==> config.mk <==
export PLATFORM = sky130hd
export DESIGN_NAME = scl_tick_divider
export DESIGN_NICKNAME = d
export VERILOG_FILES = /design/src/rtl/scl_div_pkg.sv /design/src/rtl/div_word_reg.sv /design/src/rtl/div_stage.sv /design/src/rtl/div_phase.sv /design/src/rtl/scl_tick_divider.sv
export SDC_FILE = /design/constraint.sdc
export NUM_CORES = 1
export LEC_CHECK = 0
export BUFFER_PORTS_ARGS = -buffer_cell sky130_fd_sc_hd__buf_2
export CAP_MARGIN = 5
export CORE_ASPECT_RATIO = 1.75
export CORE_MARGIN = 1
export CORE_UTILIZATION = 36
export DETAILED_ROUTE_END_ITERATION = 8
export SETUP_SLACK_MARGIN = 0.05
export SLEW_MARGIN = 20
export SYNTH_ARGS = -nofsm -noshare
export SYNTH_HDL_FRONTEND = slang
export SYNTH_SLANG_ARGS = --single-unit
==> constraint.sdc <==
create_clock -name clk -period 4.2 [get_ports clk]
set_input_delay 0.84 -clock clk [delete_from_list [all_inputs] [get_ports clk]]
set_output_delay 0.84 -clock clk [all_outputs]
set_load 0.05 [all_outputs]
==> src/rtl/scl_div_pkg.sv <==
// Package: shared constants and types for the SCL phase tick divider.
// Assumes: nothing beyond IEEE 1800-2017 elaboration rules.
package scl_div_pkg;
    timeunit 1ns;
    timeprecision 1ps;

    // Default field widths of the clock word and the phase count per SCL period
    localparam int unsigned DEF_M_W    = 4;
    localparam int unsigned DEF_N_W    = 3;
    localparam int unsigned DEF_PHASES = 10;

    // Exponent convention applied to the N field
    typedef enum logic {
        EXP_SHIFTED = 1'b0,   // divide by 2^(N+1)
        EXP_PLAIN   = 1'b1    // divide by 2^N
    } exp_conv_e;

    // Width of a counter that must reach 2^(2^n_w - 1 + 1) - 1
    function automatic int unsigned pow_cnt_bits(input int unsigned n_w);
        return (1 << n_w);
    endfunction
endpackage

==> src/rtl/div_word_reg.sv <==
// Module: holds the clock word and exponent convention, and decodes them into
// terminal counts for the linear stage and the power-of-two stage.
// Assumes: CNT_W is wide enough to hold 2^(2^N_W) - 1 and M_W-bit values.
module div_word_reg
    import scl_div_pkg::*;
#(
    parameter int unsigned M_W   = DEF_M_W,
    parameter int unsigned N_W   = DEF_N_W,
    parameter int unsigned CNT_W = 8
) (
    input  logic                 clk,
    input  logic                 rst_n,
    input  logic                 cfg_we,
    input  logic [M_W+N_W-1:0]   cfg_wdata,
    input  logic                 exp_alt,
    output logic [CNT_W-1:0]     lin_last,
    output logic [CNT_W-1:0]     pow_last
);
    timeunit 1ns;
    timeprecision 1ps;

    localparam int unsigned N_LSB = 0;
    localparam int unsigned M_LSB = N_W;
    localparam int unsigned K_W   = N_W + 1;

    logic [M_W-1:0]  m_q;
    logic [N_W-1:0]  n_q;
    exp_conv_e       conv_q;
    logic [K_W-1:0]  exp_k;
    logic [CNT_W:0]  pow_span;

    // Capture the word fields and the convention on a write strobe
    always_ff @(posedge clk) begin
        if (!rst_n) begin
            m_q    <= '0;
            n_q    <= '0;
            conv_q <= EXP_SHIFTED;
        end else if (cfg_we) begin
            m_q    <= cfg_wdata[M_LSB +: M_W];
            n_q    <= cfg_wdata[N_LSB +: N_W];
            conv_q <= exp_conv_e'(exp_alt);
        end
    end

    // Effective exponent: N, plus one under the shifted convention
    always_comb begin
        exp_k = K_W'(n_q);
        if (conv_q == EXP_SHIFTED) begin
            exp_k = exp_k + K_W'(1);
        end
    end

    // Terminal counts: linear stage ends at M, power stage at 2^k - 1
    always_comb begin
        pow_span = (CNT_W+1)'(1) << exp_k;
        pow_last = CNT_W'(pow_span - (CNT_W+1)'(1));
        lin_last = CNT_W'(m_q);
    end
endmodule

==> src/rtl/div_stage.sv <==
// Module: one wrapping prescaler stage. It counts step pulses from 0 up to
// a terminal count and flags the final count as a hit.
// Assumes: the terminal count changes only together with a restart.
module div_stage #(
    parameter int unsigned CNT_W = 8
) (
    input  logic              clk,
    input  logic              rst_n,
    input  logic              restart,
    input  logic              step,
    input  logic [CNT_W-1:0]  last,
    output logic              hit
);
    timeunit 1ns;
    timeprecision 1ps;

    logic [CNT_W-1:0] cnt_q;

    // Hit on or beyond the terminal count so a stale count can never run away
    always_comb begin
        hit = (cnt_q >= last);
    end

    // Advance on each step, wrap to zero after the terminal count
    always_ff @(posedge clk) begin
        if (!rst_n || restart) begin
            cnt_q <= '0;
        end else if (step) begin
            cnt_q <= hit ? '0 : cnt_q + CNT_W'(1);
        end
    end
endmodule

==> src/rtl/div_phase.sv <==
// Module: modulo-PHASES phase counter. It issues the registered tick strobe
// and the phase number that goes with it.
// Assumes: step is already gated by hold and by all earlier stage hits.
module div_phase #(
    parameter int unsigned PHASES = 10,
    parameter int unsigned IDX_W  = 4
) (
    input  logic              clk,
    input  logic              rst_n,
    input  logic              restart,
    input  logic              step,
    output logic              tick,
    output logic [IDX_W-1:0]  idx
);
    timeunit 1ns;
    timeprecision 1ps;

    localparam logic [IDX_W-1:0] LAST_PH = IDX_W'(PHASES - 1);

    logic [IDX_W-1:0] next_q;

    // Register the strobe and publish the phase number it carries
    always_ff @(posedge clk) begin
        if (!rst_n || restart) begin
            tick   <= 1'b0;
            idx    <= '0;
            next_q <= '0;
        end else if (step) begin
            tick   <= 1'b1;
            idx    <= next_q;
            next_q <= (next_q == LAST_PH) ? '0 : next_q + IDX_W'(1);
        end else begin
            tick   <= 1'b0;
        end
    end
endmodule

==> src/rtl/scl_tick_divider.sv <==
// Module: SCL phase tick divider top level. The path is the clock word
// register, a chain of prescaler stages (linear M+1, then power of two),
// and a modulo-10 phase counter.
// Assumes: cfg_we is a single-cycle strobe; hold comes from the bus sequencer.
module scl_tick_divider
    import scl_div_pkg::*;
#(
    parameter int unsigned M_W    = DEF_M_W,
    parameter int unsigned N_W    = DEF_N_W,
    parameter int unsigned PHASES = DEF_PHASES
) (
    input  logic                          clk,
    input  logic                          rst_n,
    input  logic                          cfg_we,
    input  logic [M_W+N_W-1:0]            cfg_wdata,
    input  logic                          exp_alt,
    input  logic                          hold,
    output logic                          phase_tick,
    output logic [$clog2(PHASES)-1:0]     phase_idx
);
    timeunit 1ns;
    timeprecision 1ps;

    localparam int unsigned IDX_W = $clog2(PHASES);
    localparam int unsigned POW_W = pow_cnt_bits(N_W);
    localparam int unsigned CNT_W = (M_W > POW_W) ? M_W : POW_W;
    localparam int unsigned NSTG  = 2;

    logic [CNT_W-1:0] lin_last;
    logic [CNT_W-1:0] pow_last;
    logic [CNT_W-1:0] stg_last [NSTG];
    logic             stg_step [NSTG+1];
    logic             stg_hit  [NSTG];

    // Clock word storage and field decode
    div_word_reg #(
        .M_W   (M_W),
        .N_W   (N_W),
        .CNT_W (CNT_W)
    ) u_word (
        .clk       (clk),
        .rst_n     (rst_n),
        .cfg_we    (cfg_we),
        .cfg_wdata (cfg_wdata),
        .exp_alt   (exp_alt),
        .lin_last  (lin_last),
        .pow_last  (pow_last)
    );

    // Stage order: linear stage first, power-of-two stage second
    always_comb begin
        stg_last[0] = lin_last;
        stg_last[1] = pow_last;
        stg_step[0] = ~hold;
    end

    // Cascade of prescaler stages, each stepping on the previous stage's wrap
    for (genvar g = 0; g < NSTG; g++) begin : g_stage
        div_stage #(
            .CNT_W (CNT_W)
        ) u_stage (
            .clk     (clk),
            .rst_n   (rst_n),
            .restart (cfg_we),
            .step    (stg_step[g]),
            .last    (stg_last[g]),
            .hit     (stg_hit[g])
        );
        assign stg_step[g+1] = stg_step[g] & stg_hit[g];
    end

    // Fixed divide-by-PHASES stage producing the numbered tick
    div_phase #(
        .PHASES (PHASES),
        .IDX_W  (IDX_W)
    ) u_phase (
        .clk     (clk),
        .rst_n   (rst_n),
        .restart (cfg_we),
        .step    (stg_step[NSTG]),
        .tick    (phase_tick),
        .idx     (phase_idx)
    );
endmodule

==> metrics.txt, run 1 <==
outcome=complete, no violations; CP required=4410 ps; critical path peak fanout=15; Post-Route Setup TNS=0 ps; first-pass GRT wire length=7.05 mm; Hold Violations, Final=0; top post-synthesis cells by area=dfxtp_1, ha_1, mux2i_1; routed len/inst=12.3 um; placed instance count=321; Placer Congestion=0.857; syn_area_per_cell=8.35 um^2; CP Capture Type=flip-flop; CTS root buffer=clkbuf_8; Syn Nets=267; met3 GRT Util=0.0257; die width=58.3 um; Hold Crit Class=flip-flop to flip-flop; most frequent cells in the layout=dfxtp_1, nand3_1, nand2_1; Seq cells post-synth=33; commonest non-fill, non-tap cell in the layout=dfxtp_1; crit path kind=flip-flop to flip-flop; Post-synth ARST share=0; Distinct cells, synth=40; WP data arrival=4020 ps; vias in the first global route=1703; Post-synth EDFFs=0; GRT busiest layer=met2; Hold-fix buffers, CTS=0; initial antenna violation count=0; Synth top area share=0.331; total I/O pin count=17; Max VDD drop=0.262 mV; htree depth=2; DR pass1 iterations=4; Starting Density=0.377; Pwr Density=304 nW/um^2; vias per inst=5.21; die area=5860 um^2; Leak=0.906 nW; RSZ-0062 raised after global routing=no; met2 usage=0.281; CTS Sinks=33; Max-Cap Viols=0; hpwl dp=3.05 mm; Synth area leader=dfxtp_1; clk_skew=2.41 ps; DRC violations left=0; Final Cell Area=2220 um^2; clk_lat worst skew=280 ps; Post-Syn Instances=239; Hold WS=463 ps; Die Ht=100 um; Bufs on Longest Clock Path=2; TritonCTS clock tree=done; Num CTS Buffers=5; gr usage total=0.154; M1 GR Usage=0.154; routed vias=1710; total routed wirelength=4.04 mm; Synth warnings=0; predominant post-synthesis flop cell=dfxtp_1; Core Rows=35; I/O Buffers=16; Min Clock Period, post-route=3810 ps; synthesized area=2000 um^2; gr ovfl total=0; Clock transition at path regs=60 ps; antenna diode count=0; First DRT Iteration DRCs=21; Post-layout nets=282; crit path launch type=flip-flop; pre-CTS WS=402 ps; Final Worst Setup Slack=393 ps; Tcrit/Tclk final=0.906; Worst slew margin=0.352; worst slew pin tran=970 ps; largest net degree at the start of global routing=16; register area share after synthesis=0.331; # setup viols final=0; Area Growth Syn to Fin=11.1%; total core area=5300 um^2; share of layout cells above drive strength 1=0.0984; final cell count without fillers=328; Area after DPL=2130 um^2; Slew Limit Fails=0; ANT nets after route=0; Max Freq=263 MHz
## synth_stat cells, types with 2 or more instances
cell and n:
and2_1 2, nand3_1 23, nor2b_1 17, a21oi_1 11
buf_2 3, nor2_1 19, nor3_1 6, nand4b_1 2
and3_1 5, nand4_1 5, xnor2_1 7, dfxtp_1 33
nand2b_1 7, o21bai_1 2, ha_1 16, a31oi_1 5
mux2i_1 14, o21ai_0 7, a311oi_1 2, nor4_1 2
xor2_1 4, clkbuf_1 4, inv_1 7, nand2_1 20
## power breakdown
group / total (mW) / switching, mW / internal [mW]
clock: 0.239 / 0.109 / 0.130
combinational: 0.110 / 0.0648 / 0.0450
sequential: 0.326 / 0.00687 / 0.319
## final timing paths
path / from / endpoint / slack [ps] / cells after the start
min: u_phase.idx[3] / u_phase.idx[3] / 460 / 2
min reg2reg: u_phase.idx[3] / u_phase.idx[3] / 460 / 2
max: u_word.n_q[1] / u_phase.idx[1] / 390 / 15
max reg2reg: u_word.n_q[1] / u_phase.idx[1] / 390 / 15
## cell type report
cell class	instances	area [um^2]
Tap cell	74	92.6
Fill cell	558	3080
Sequential cell	33	661
Clock buffer	7	86.3
Timing Repair Buffer	17	87.6
Multi-Input combinational cell	190	1260
Inverter	7	26.3
## sequential cells by signal (all words and copies together) (netlist names)
register and flops:
u_phase.idx 4, u_word.conv_q 1, g_stage.u_stage.cnt_q 16, u_word.n_q 3, u_phase.tick 1, u_phase.next_q 4
u_word.m_q 4
## routing by layer
metal / part of all wire / vias to the layer above
li1: - / 876
met1: 0.41 / 788
met2: 0.52 / 31
met3: 0.022 / 15
met4: 0.044 / 0
met5: 0 / -
## logic make-up after synthesis
kind of cell               share of synthesized area
muxes                                         0.0702
buffers and inverters                         0.0357
xor gates and xnor gates                      0.0483
AOI/OAI and AO/OA                              0.124
adders and majority gates                      0.100
and+or+nand+nor                                0.291
DFF                                            0.331
## per-stage QoR
stage	power, mW	util
finish	0.674	0.418
global route	0.715	0.418
CTS	0.686	0.418
detailed placement	0.443	0.402
global placement	0.442	0.402
floorplan	0.419	-
## repair_timing
action                     CTS  global route
setup endpoints to repair    0             2
buffers inserted             0             0
gates resized for setup      0             0
## worst max-delay path: stages, from the launching register on
cell and delay, ps:
dfxtp_1 430, ha_1 270, nor2b_1 290, nor3_1 80, a22oi_1 190, ha_1 210
o21ai_0 90, a311oi_1 380, xnor2_1 170, nand2_1 80, ha_1 330, and3_1 160
and2_1 200, a31oi_4 390, or2b_1 260, mux2i_1 200
Power figures use the tool's default switching activity.
==> run 2: changes to the inputs <==
--- a/config.mk
+++ b/config.mk
@@ -11,8 +11,9 @@
 export CORE_MARGIN = 1
 export CORE_UTILIZATION = 36
 export DETAILED_ROUTE_END_ITERATION = 8
+export PLACE_DENSITY_LB_ADDON = 0.05
 export SETUP_SLACK_MARGIN = 0.05
-export SLEW_MARGIN = 20
 export SYNTH_ARGS = -nofsm -noshare
 export SYNTH_HDL_FRONTEND = slang
+export SYNTH_HIERARCHICAL = 1
 export SYNTH_SLANG_ARGS = --single-unit
==> metrics.txt, run 2 <==
outcome=complete, no violations; CTS root buffer=clkbuf_8; Max VDD drop=0.131 mV; # setup viols final=0; DR pass1 iterations=4; filler instances=660; RR Endpoint=u_phase/next_q[3]; Starting Density=0.379; Buf+Inv Stages, Crit Path=2; CP Capture Type=flip-flop; vias in the first global route=1697; Min-Delay Path Depth=2; hold wc startpoint=u_phase/idx[0]; most common cell in the netlist=dfxtp_1; max FFs per register=16; internal cell power=0.475 mW; share of layout cells above drive strength 1=0.191; top post-synthesis cells by area=dfxtp_1, ha_1, mux2i_1; TritonCTS clock tree=done; Worst path slowest cell=dfxtp_1; clk_lat worst skew=280 ps; critical path peak fanout=7; CP Launch Point=u_word/n_q[1]; Post-Route Setup TNS=0 ps; largest net degree at the start of global routing=15; Post-synth ARST share=0; routed len/inst=13.2 um; die area=6560 um^2; DRC violations left=0; First DRT Iteration DRCs=35; Tcrit/Tclk final=0.910; Placer Congestion=0.727; Post-Syn Instances=246; initial antenna violation count=0; CTS Sinks=33; Final Cell Area=2460 um^2; gr usage total=0.158; Die Ht=106 um; Min Clock Period, post-route=3820 ps; sw frac=0.271; RSZ-0062 raised after global routing=no; Critical Path Most Common Cell=ha_1; total I/O pin count=17; CP delay by family, top=compound AO/OA/AOI/OAI gates; Pwr Density=265 nW/um^2; Bufs on Longest Clock Path=2; Area after DPL=2380 um^2; Synth warnings=6; Area Growth Syn to Fin=9.59%; Synth area leader=dfxtp_1; WP data arrival=4030 ps; Hold Violations, Final=0; predominant post-synthesis flop cell=dfxtp_1; clk_skew=4.86 ps; Slew Limit Fails=0; crit path launch type=flip-flop; first-pass GRT wire length=7.75 mm; crit path cell chain=ha_1 > mux2_2 > nor2_1 > nand3_1 > ha_1 > nand2_1 > nor3_1 > a211oi_1 > inv_1 > ha_1 > a41oi_1 > a21o_1 > o21ai_4 > and3b_2 > buf_4 > and4b_1 > o21ai_0 > a21oi_1; total routed wirelength=4.50 mm; ANT nets after route=0; commonest non-fill, non-tap cell in the layout=dfxtp_1; Distinct cells, synth=51; Seq cells post-synth=33; routed vias=1692; R2R Setup Slk=380 ps; Leak=0.975 nW; Clock transition at path regs=70 ps; CP required=4400 ps; register area share after synthesis=0.294; hpwl dp=3.52 mm; Post-synth top cells=dfxtp_1, inv_1, ha_1, nand2_1, nor2b_1; gr ovfl total=0; Post-synth EDFFs=0; Reg power frac=0.497; vias per inst=4.98; antenna diode count=0; Synth top area share=0.294; worst r2r src=u_word/n_q[1]; htree depth=2; synthesized area=2240 um^2; Max Freq=262 MHz; switching pwr=0.176 mW; Post-Route Utilization=0.415; r2r worst-path depth=18; total core area=5930 um^2; die width=61.7 um; syn_area_per_cell=9.12 um^2; Hold Crit Class=flip-flop to flip-flop; Post-layout nets=295; Core Rows=37; Logic pwr share=0.169; Worst path max stage delay=420 ps; hold path endpoint=u_phase/idx[0]; clock share of power=0.333; Biggest register=g_stage.u_stage/cnt_q; crit path kind=flip-flop to flip-flop; Num CTS Buffers=5; I/O Buffers=16; post-CTS setup buffer count=0; most frequent cells in the layout=dfxtp_1, inv_1, ha_1; Max-Cap Viols=0
run 2: metal layers:
metal	track usage	wire length (um)
met2	0.286	2500
met3	0.0255	86
met5	0	0
met1	0.174	1850
met4	0.0619	60
run 2: timing repair:
item,CTS,global route
endpoints found under the setup margin,0,1
hold buffers,0,0
gates resized for setup,0,1
run 2: worst register-to-register path, cell delays in order (launching register included):
cell and delay [ps]:
dfxtp_1 420, ha_1 270, mux2_2 300, nor2_1 150, nand3_1 90, ha_1 290, nand2_1 90, nor3_1 40
a211oi_1 260, inv_1 80, ha_1 280, a41oi_1 110, a21o_1 220, o21ai_4 280, and3b_2 290, buf_4 160
and4b_1 190, o21ai_0 70, a21oi_1 160
run 2: cell families (layout without fill, tap and decap cells):
kind of cell / after synthesis / in the layout / share of synthesized area
muxes: 13 / 13 / 0.0586
xor gates and xnor gates: 13 / 13 / 0.0541
and+or+nand+nor: 90 / 90 / 0.235
other: 1 / 4 / 0.00167
DFF: 33 / 33 / 0.294
buffers and inverters: 33 / 46 / 0.0653
AOI/OAI and AO/OA: 42 / 42 / 0.174
adders and majority gates: 21 / 21 / 0.117
run 2: worst max-delay path by stage:
| stage | end | slack, ps | cells after the start |
|---|---|---|---|
| 2_1_floorplan | u_phase/next_q[1] | 690 | 17 |
| 3_3_place_gp | u_phase/next_q[3] | 440 | 18 |
| 3_5_place_dp | u_phase/next_q[3] | 370 | 18 |
| 4_1_cts | u_phase/next_q[3] | 320 | 18 |
| 5_1_grt | u_phase/next_q[3] | 70 | 18 |
| 6_report | u_phase/next_q[3] | 380 | 18 |
run 2: power groups by stage:
stage | logic [mW] | registers, mW | clock network, mW
final | 0.110 | 0.324 | 0.217
after floorplan | 0.0911 | 0.330 | 0
after detailed placement | 0.112 | 0.331 | 0
after CTS | 0.112 | 0.324 | 0.234
after global routing | 0.125 | 0.324 | 0.246
after global placement | 0.113 | 0.331 | 0
run 2: area by class of cell:
class	instances	area (um^2)	share of cell area
multi-input combinational	183	1450	0.589
sequential	33	661	0.269
clock buffer	5	68.8	0.0280
clock inverter	1	5.00	0.00204
inverter	22	82.6	0.0336
tap	78	97.6	0.0397
timing repair buffer	18	95.1	0.0387
run 2: stage by stage:
step | hold slack [ps] | power (mW) | instances | worst slack [ps]
floorplan | 467 | 0.421 | 249 | 690
global placement | 454 | 0.443 | 334 | 440
detailed placement | 457 | 0.443 | 334 | 372
CTS | 467 | 0.670 | 340 | 323
global route | 495 | 0.695 | 340 | 66.0
finish | 461 | 0.651 | 340 | 378
==> run 3: changes to the inputs <==
--- a/config.mk
+++ b/config.mk
@@ -11,7 +11,7 @@
 export CORE_MARGIN = 1
 export CORE_UTILIZATION = 36
 export DETAILED_ROUTE_END_ITERATION = 8
-export PLACE_DENSITY_LB_ADDON = 0.05
+export PLACE_DENSITY = 0.62
 export SETUP_SLACK_MARGIN = 0.05
 export SYNTH_ARGS = -nofsm -noshare
 export SYNTH_HDL_FRONTEND = slang
==> metrics.txt, run 3 (same netlist as run 2, synthesis figures left out) <==
max FFs per register=16; vias in the first global route=1775; Final Cell Area=2500 um^2; initial antenna violation count=0; Leak=0.996 nW; Max Freq=262 MHz; Die Ht=106 um; Post-Route Setup TNS=0 ps; routed len/inst=12.6 um; First DRT Iteration DRCs=35; die width=61.7 um; Starting Density=0.379; share of layout cells above drive strength 1=0.194; Buf+Inv Stages, Crit Path=1; sw frac=0.246; final cell count without fillers=341; Biggest register=g_stage.u_stage/cnt_q; Placer Congestion=0.788; CP Capture Type=flip-flop; Max VDD drop=0.122 mV; crit path cell chain=ha_1 > mux2_2 > nor2_1 > nand3_1 > ha_1 > nor4_1 > a211o_1 > inv_1 > ha_1 > a41oi_1 > a21o_1 > o21ai_4 > and3b_2 > nand2_4 > or3_1 > a21oi_2; Core Rows=37; gr usage total=0.154; RSZ-0062 raised after global routing=no; total routed wirelength=4.28 mm; vias per inst=5.04; Worst path max stage delay=410 ps; WP data arrival=4020 ps; Pwr Density=297 nW/um^2; first-pass GRT wire length=7.65 mm; total core area=5930 um^2; Area after DPL=2380 um^2; post-CTS resize count=0; switching pwr=0.183 mW; filler instances=631; CP delay by family, top=simple AND/OR/NAND/NOR gates; post-CTS setup buffer count=0; Reg power frac=0.436; most frequent cells in the layout=dfxtp_1, inv_1, ha_1; clock share of power=0.414; die area=6560 um^2; internal cell power=0.560 mW; CTS Sinks=33; DRC violations left=0; Worst path slowest cell=dfxtp_1; antenna diode count=0; # setup viols final=0; Area Growth Syn to Fin=11.5%; I/O Buffers=16; DR pass1 iterations=4; clk_lat worst skew=280 ps; Num CTS Buffers=5; gr ovfl total=0; Logic pwr share=0.150; Hold-fix buffers, CTS=0; Slew Limit Fails=0; hpwl dp=3.34 mm; clk_skew=10.5 ps; htree depth=2; Max-Cap Viols=0; Bufs on Longest Clock Path=2; total I/O pin count=17; outcome=complete, no violations; Hold Crit Class=flip-flop to flip-flop; routed vias=1719; TritonCTS clock tree=done; placed instance count=333; crit path launch type=flip-flop; ANT nets after route=0; Hold Violations, Final=0; largest net degree at the start of global routing=15; Post-layout nets=294; critical path peak fanout=8; CTS root buffer=clkbuf_8; Critical Path Most Common Cell=ha_1; CP required=4410 ps; commonest non-fill, non-tap cell in the layout=dfxtp_1; crit path kind=flip-flop to flip-flop; Clock transition at path regs=70 ps; Min Clock Period, post-route=3820 ps; Tcrit/Tclk final=0.908
run 3: changes by cell type in the layout (fill, tap and decap cells not counted), sizes merged:
| cell | previous run | this run |
|---|---|---|
| clkinv | 1 | 0 |
| buf | 18 | 17 |
| bufinv | 0 | 1 |
| clkbuf | 5 | 7 |
run 3: worst reg2reg max path: cells and delay by family (launching register included):
kind	cells	cell delay, ps
AND/OR/NAND/NOR	6	1330
adder cells (fa/ha/maj)	3	850
AO/OA/AOI/OAI	5	800
flip-flops	1	410
multiplexers	1	300
buffers and inverters	1	40
run 3: per-layer routing:
layer	routed length, um	up-vias	global-route usage
met5	0	-	0
met4	115	0	0.0778
met3	86	7	0.0292
met2	2340	18	0.269
met1	1740	805	0.166
li1	-	889	-
run 3: worst paths after layout:
kind                                     start  slack, ps  depth (start not counted)                 to
worst min-delay path            u_phase/idx[0]        480                          2     u_phase/idx[0]
worst min register to register  u_phase/idx[0]        480                          2     u_phase/idx[0]
worst max register to register   u_word/n_q[1]        380                         16  u_phase/next_q[1]
worst max-delay path             u_word/n_q[1]        380                         16  u_phase/next_q[1]
run 3: metrics by stage:
| stage | utilization | total power [mW] | hold WS, ps | setup slack, ps |
|---|---|---|---|---|
| after floorplan | - | 0.421 | 467 | 690 |
| after global placement | 0.401 | 0.440 | 479 | 391 |
| after detailed placement | 0.401 | 0.442 | 475 | 274 |
| after CTS | 0.421 | 0.752 | 486 | 251 |
| after global routing | 0.422 | 0.781 | 501 | 117 |
| final | 0.422 | 0.743 | 476 | 385 |
run 3: power by group through the flow:
stage               combinational [mW]  sequential (mW)  clock [mW]
detailed placement               0.111            0.331           0
global route                     0.127            0.325       0.329
CTS                              0.112            0.324       0.316
global placement                 0.109            0.331           0
floorplan                       0.0911            0.330           0
finish                           0.111            0.324       0.307
run 3: final cells by class:
| class | count | area, um^2 | share of cell area |
|---|---|---|---|
| repair buffers | 17 | 87.6 | 0.0350 |
| flip-flops and latches | 33 | 661 | 0.264 |
| clock buffers | 7 | 86.3 | 0.0345 |
| clock inverters | 1 | 30.0 | 0.0120 |
| multi-input cells | 183 | 1460 | 0.582 |
| well taps | 78 | 97.6 | 0.0390 |
| inverters | 22 | 82.6 | 0.0330 |
